### src/rtl/mwr_pkg.sv
package mwr_pkg;
  localparam int MWR_DATA_W = 16;
  localparam int MWR_DEST_W = 2;
  localparam int MWR_FTW_W  = 32;
  localparam int MWR_GAIN_W = 4;

  typedef enum logic [MWR_DEST_W-1:0] {
    DEST_AMPL  = 2'd0,
    DEST_PHASE = 2'd1,
    DEST_FREQ  = 2'd2,
    DEST_RSVD  = 2'd3
  } mwr_dest_e;
endpackage

### src/rtl/mwr_decode.sv
module mwr_decode #(
  parameter int DATA_W = 16,
  parameter int DEST_W = 2,
  localparam int WORD_W = DATA_W + DEST_W,
  localparam int NDEST  = 1 << DEST_W
) (
  input  logic              sample_stb,
  input  logic [WORD_W-1:0] port_word,
  output logic [DATA_W-1:0] data_val,
  output logic [NDEST-1:0]  dest_hit
);
  logic [DEST_W-1:0] dest_code;

  assign data_val  = port_word[WORD_W-1:DEST_W];
  assign dest_code = port_word[DEST_W-1:0];

  for (genvar i = 0; i < NDEST; i++) begin : g_hit
    assign dest_hit[i] = sample_stb && (dest_code == DEST_W'(i));
  end
endmodule

### src/rtl/mwr_freq_calc.sv
module mwr_freq_calc #(
  parameter int DATA_W = 16,
  parameter int FTW_W  = 32,
  parameter int GAIN_W = 4
) (
  input  logic [FTW_W-1:0]  base_ftw,
  input  logic [DATA_W-1:0] data_val,
  input  logic [GAIN_W-1:0] gain,
  output logic [FTW_W-1:0]  freq_next
);
  function automatic logic [FTW_W-1:0] scale_offset(
    input logic [DATA_W-1:0] d,
    input logic [GAIN_W-1:0] g
  );
    logic [FTW_W-1:0] wide;
    wide = FTW_W'(d);
    return wide << g;
  endfunction

  function automatic logic [FTW_W-1:0] wrap_add(
    input logic [FTW_W-1:0] a,
    input logic [FTW_W-1:0] b
  );
    return a + b;
  endfunction

  assign freq_next = wrap_add(base_ftw, scale_offset(data_val, gain));
endmodule

### src/rtl/mwr_param_reg.sv
module mwr_param_reg #(
  parameter int W = 16
) (
  input  logic         clk,
  input  logic         rst,
  input  logic         ld,
  input  logic [W-1:0] d,
  output logic [W-1:0] q
);
  always_ff @(posedge clk) begin
    if (rst)     q <= '0;
    else if (ld) q <= d;
  end
endmodule

### src/rtl/mod_word_router.sv
module mod_word_router
  import mwr_pkg::*;
#(
  parameter int DATA_W = MWR_DATA_W,
  parameter int DEST_W = MWR_DEST_W,
  parameter int FTW_W  = MWR_FTW_W,
  parameter int GAIN_W = MWR_GAIN_W,
  localparam int WORD_W = DATA_W + DEST_W,
  localparam int NDEST  = 1 << DEST_W
) (
  input  logic              clk,
  input  logic              rst,
  input  logic              sample_stb,
  input  logic [WORD_W-1:0] port_word,
  input  logic [GAIN_W-1:0] gain,
  input  logic [FTW_W-1:0]  base_ftw,
  output logic [FTW_W-1:0]  freq_out,
  output logic [DATA_W-1:0] phase_out,
  output logic [DATA_W-1:0] ampl_out
);
  logic [DATA_W-1:0] data_val;
  logic [NDEST-1:0]  dest_hit;
  logic [FTW_W-1:0]  freq_next;

  // Named events for the checker
  logic hit_ampl, hit_phase, hit_freq, hit_rsvd;

  mwr_decode #(.DATA_W(DATA_W), .DEST_W(DEST_W)) u_dec (
    .sample_stb (sample_stb),
    .port_word  (port_word),
    .data_val   (data_val),
    .dest_hit   (dest_hit)
  );

  assign hit_ampl  = dest_hit[DEST_AMPL];
  assign hit_phase = dest_hit[DEST_PHASE];
  assign hit_freq  = dest_hit[DEST_FREQ];
  assign hit_rsvd  = dest_hit[DEST_RSVD];

  mwr_freq_calc #(.DATA_W(DATA_W), .FTW_W(FTW_W), .GAIN_W(GAIN_W)) u_fcalc (
    .base_ftw  (base_ftw),
    .data_val  (data_val),
    .gain      (gain),
    .freq_next (freq_next)
  );

  mwr_param_reg #(.W(DATA_W)) u_ampl (
    .clk (clk), .rst (rst), .ld (hit_ampl), .d (data_val), .q (ampl_out)
  );

  mwr_param_reg #(.W(DATA_W)) u_phase (
    .clk (clk), .rst (rst), .ld (hit_phase), .d (data_val), .q (phase_out)
  );

  mwr_param_reg #(.W(FTW_W)) u_freq (
    .clk (clk), .rst (rst), .ld (hit_freq), .d (freq_next), .q (freq_out)
  );
endmodule

### config.mk
export PLATFORM = sky130hd
export DESIGN_NAME = mod_word_router
export DESIGN_NICKNAME = d
export VERILOG_FILES = /design/src/rtl/mwr_pkg.sv /design/src/rtl/mwr_decode.sv /design/src/rtl/mwr_freq_calc.sv /design/src/rtl/mwr_param_reg.sv /design/src/rtl/mod_word_router.sv
export SDC_FILE = /design/constraint.sdc
export NUM_CORES = 1
export LEC_CHECK = 0
export CAP_MARGIN = 10
export CORE_MARGIN = 2
export CORE_UTILIZATION = 55
export CTS_BUF_LIST = sky130_fd_sc_hd__clkbuf_2
export CTS_CLUSTER_DIAMETER = 100
export DETAILED_ROUTE_END_ITERATION = 8
export GPL_TIMING_DRIVEN = 0
export PLACE_DENSITY = 0.95
export SYNTH_ARGS = -nofsm -noshare
export SYNTH_HDL_FRONTEND = slang
export SYNTH_SLANG_ARGS = --single-unit
### constraint.sdc
create_clock -name clk -period 6.25 [get_ports clk]
set_clock_uncertainty 0.1 [all_clocks]
set_input_delay 0.9375 -clock clk [delete_from_list [all_inputs] [get_ports clk]]
set_output_delay 0.9375 -clock clk [all_outputs]
set_load 0.01 [all_outputs]
# Yosys cells after proc, flatten, opt, wreduce, memory -nomap -nowiden
# Index checks and enable logic that the tools add are counted.
# op_classes
add_sub_neg	1
multipliers	0
div	0
n_lt_le_gt_ge	0
n_eq_ne	2
shift	1
n_mux	0
bitwise	0
n_reduce_logical	4
# ops
cell	n
32-bit adder	1
16-bit by 4-bit << shifter with 32-bit output	1
1-bit logical AND	3
2-bit by 1-bit equality test with 1-bit output (second input constant)	1
2-bit equality test (second input constant)	1
2-bit logical NOT	1
# word_totals
register_bits	64
latchBits	0
ram_bits	0
mem_bits_ro	0
input_bits	57
out_inout_bits	64
wordCells	11
memories	0

# Longest topological paths before layout
# depth
word_depth	2
depth_mapped	18
ltp_nobuf	16

# By module
# From an unflattened synthesis, not the netlist that was laid out.
# hier_totals
hier_cells	590
area_unflattened_um2	5049.8
# modules_own_cells
module	instances	cells_each	area_each_um2	seq_area_each_um2
mwr_freq_calc	1	363	2567.5	0.0
mwr_param_reg (u_freq)	1	103	1163.6	640.6
mwr_param_reg (u_ampl ...)	2	52	580.6	320.3
mwr_decode	1	20	157.7	0.0

# Worst setup path before layout
# Ideal clock, no wire load.
# synth_path
kind	input -> register
start	input gain[0]
end	register u_freq.q[29]
setup_time_ps	127
arrival_ps	4022
required_time_ps	6023
setup_slack_ps	2001
path_stages	16
path_buffers	2
path_cell_list	buf_1 > mux2_2 > o21ai_0 > nor2_1 > a21oi_1 > nor2_1 > ha_1 > buf_4 > nand2_2 > o21a_1 > o221ai_2 > nor2_2 > o41ai_2 > o31ai_1 > nor4b_1 > or3_1
# synth_via
elab_chain_cells	2
# synth_rtl
element	line	source
from (decl)	mod_word_router.sv:15	input logic [GAIN_W-1:0] gain,
16-bit by 4-bit << shifter with 32-bit output	mwr_freq_calc.sv:17	return wide << g;
32-bit adder	mwr_freq_calc.sv:24	return a + b;
to (signal assigned)	mwr_param_reg.sv:11	if (rst) q <= '0;
to (signal assigned)	mwr_param_reg.sv:12	else if (ld) q <= d;
to (decl)	mwr_param_reg.sv:8	output logic [W-1:0] q
# No other way between the ends.
# A chain may end at the register's enable or synchronous reset.

# Final worst setup path
# Ends and elaborated chain as after synthesis.

==> impl_metrics.json <==
{
  "relSlewSlack_pct": 47.1,
  "dpl_worst_slack_ns": 0.821,
  "globalRouteTotalUtil_pct": 31.4,
  "combPwrFrac_pct": 36.5,
  "synth_cells": 645,
  "fin_crit_sh_pct": 80.3,
  "grt_antenna_before_repair": 0,
  "peakVddDrop_mv": 0.101,
  "drt_first_pass_iters": 9,
  "viasPerCell": 5.75,
  "cts_resized": 0,
  "antenna_cells": 0,
  "root_buffer": "clkbuf_2",
  "status": "finished clean",
  "hold_path_class": "register to register",
  "clk_path_buf_depth": 2,
  "fin_util_pct": 74.5,
  "clkLatencyLatePin_ns": 0.51,
  "synth.area.top_cells": "dfxtp_1 (27%), nand2_1 (12%), a21oi_1 (10%)",
  "nFillCells": 669,
  "final_cell_mix": "nand2_1 (156), clkdlybuf4s50_1 (117), a21oi_1 (98)",
  "fmax_mhz": 199,
  "period_minus_slack_ns": 5.02,
  "area_growth_pct": 31.3,
  "critPathKind": "primary input to register",
  "die-area_um2": 9280,
  "grt_pass1_vias": 4801,
  "grt_overflow_total": 0,
  "ys_async_sr_fraction_pct": 0,
  "multi_input_area_um2": 3130,
  "drtAntennaViolNets": 0,
  "arrival_ns": 5.32,
  "die_x_um": 96.3,
  "power_mw": 1.24,
  "synth_top_flop_cell": "dfxtp_1",
  "clkPwrFrac_pct": 28.3,
  "crit_path_start_kind": "primary input",
  "place_congestion": 0.984,
  "synth_largest_area_cell": "dfxtp_1",
  "p_int_mw": 0.803,
  "worst_pin_slew_ns": 0.792,
  "crit_fanout": 10,
  "dp_hpwl_um": 11500,
  "tns_ns": 0,
  "synth_cell_types": 65,
  "path_clk_slew_ns": 0.19,
  "hold_viol_final": 0,
  "fin_nets": 862,
  "synth_nets": 734,
  "synth_area_per_cell_um2": 7.27,
  "critPathTopFamily": "compound AO/OA/AOI/OAI gates",
  "postCtsSetupRepairBufs": 0,
  "slowest_delay_ns": 0.55,
  "crit_chain": "clkdlybuf4s50_1 -> buf_1 -> mux2_2 -> o21ai_0 -> nor2_1 -> a21oi_1 -> o22ai_1 -> ha_1 -> nand3_1 -> nor3_1 -> o21a_2 -> nor2_2 -> o41ai_2 -> o31ai_1 -> nor4b_1 -> or3_1",
  "required_ns": 6.55,
  "io_pins": 121,
  "synth_seq_cells": 64,
  "p_seq_share_pct": 35.3,
  "drive_above_1_share_pct": 6.68,
  "placed_area_um2": 5990,
  "dr_total_vias": 5075,
  "cp.depth": 16,
  "htree_num_levels": 3,
  "io_buffer_count": 117,
  "drtIter0Drc": 424,
  "core_area_um2": 8260,
  "globalRouteMet3Util_pct": 4.15,
  "r2r_cells": 3,
  "numCtsBuffers": 9,
  "synth-edff-count": 0,
  "grtUsageMet1_pct": 40.0,
  "yosysWarnings": 0,
  "register_area_um2": 1280,
  "fp.dieH_um": 96.3,
  "crit_path_end_kind": "register",
  "num_rows": 33,
  "initial_utilization_pct": 56.8,
  "drv_slew": 0,
  "finalNonFillerCells": 883,
  "dp_cells": 867,
  "cts_tree": "done",
  "rsz0062_at_grt": "no",
  "crit_buf_inv": 2,
  "switching_share_pct": 35.1,
  "holdPathStages": 2,
  "syn_area_um2": 4690,
  "gr-max-usage-layer": "met2",
  "p_per_area_nw_per_um2": 201,
  "maxCapViolCount": 0,
  "holdWs_ns": 0.368,
  "switchingPower_mw": 0.435,
  "synth_top_area_share_pct": 27.3,
  "grt_util_met2_pct": 54.3,
  "ys_seq_area_share_pct": 27.3,
  "setup_viol": 0,
  "final_common_cell": "nand2_1",
  "drc": 0,
  "p_leak_nw": 2.46,
  "post_drt_wl_per_cell_um": 16.5,
  "grt_pass1_wl_um": 22600,
  "cts_sinks": 64,
  "routed_wl_um": 14600,
  "setup_slack_ns": 1.23,
  "stdcell_area_um2": 6160,
  "postCtsHoldBufs": 0,
  "crit_slowest_cell": "o41ai_2",
  "grt_max_degree": 13
}
==> cell usage after synthesis (6+ instances only) <==
cell type,count
nand3_1,10
a21o_1,11
xor2_1,13
inv_1,9
dfxtp_1,64
nand4_1,8
clkbuf_1,25
nand2_1,156
ha_1,31
mux2i_1,13
o21ai_0,40
nor3_1,9
xnor2_1,15
nor2b_1,6
a21oi_1,98
nor2_1,39
==> layer usage <==
| layer | wire length, µm | up-vias |
|---|---|---|
| met2 | 6980 | 205 |
| li1 | - | 2499 |
| met5 | 0 | - |
| met3 | 998 | 33 |
| met4 | 305 | 0 |
| met1 | 6300 | 2338 |
==> final cells by class <==
class / count / area share, %
Buffer: 43 / 4.02
Clock buffer: 9 / 0.732
Clock inverter: 7 / 1.93
Inverter: 9 / 0.549
Multi-Input combinational cell: 529 / 50.8
Sequential cell: 64 / 20.8
Tap cell: 105 / 2.13
Timing Repair Buffer: 117 / 19.0
==> power by group through the flow <==
stage / Clock, mW / Combinational (mW) / Sequential, mW
floorplan: 0 / 0.283 / 0.453
global placement: 0 / 0.434 / 0.444
detailed placement: 0 / 0.440 / 0.445
CTS: 0.353 / 0.445 / 0.437
global route: 0.365 / 0.490 / 0.439
finish: 0.350 / 0.451 / 0.437
==> path summary, 6_finish.rpt <==
check / startpoint / endpoint / slack [ns]
worst min-delay path: u_phase.q[1] / u_phase.q[1] / 0.37
worst max register to register: u_freq.q[29] / u_freq.q[29] / 5.12
worst min register to register: u_phase.q[1] / u_phase.q[1] / 0.37
worst max-delay path: gain[0] / u_freq.q[29] / 1.23
==> flip-flops by register name (all words and copies together) (netlist names) <==
name and flops:
u_freq.q 32, u_phase.q 16, u_ampl.q 16
==> tightest hold or removal path, cell delays in order (launching register included) <==
cell	delay, ns
dfxtp_1	0.35
nand2_1	0.05
a21oi_1	0.05
==> kinds of logic after synthesis <==
family	count (synthesis)	synth area share (%)
compound gates	188	23.5
simple gates	262	24.8
xor+xnor	28	5.23
flops	64	27.3
buf+inv	52	6.00
mux	19	4.46
fa+ha+maj	32	8.70
(Power assumes the default switching activity.)
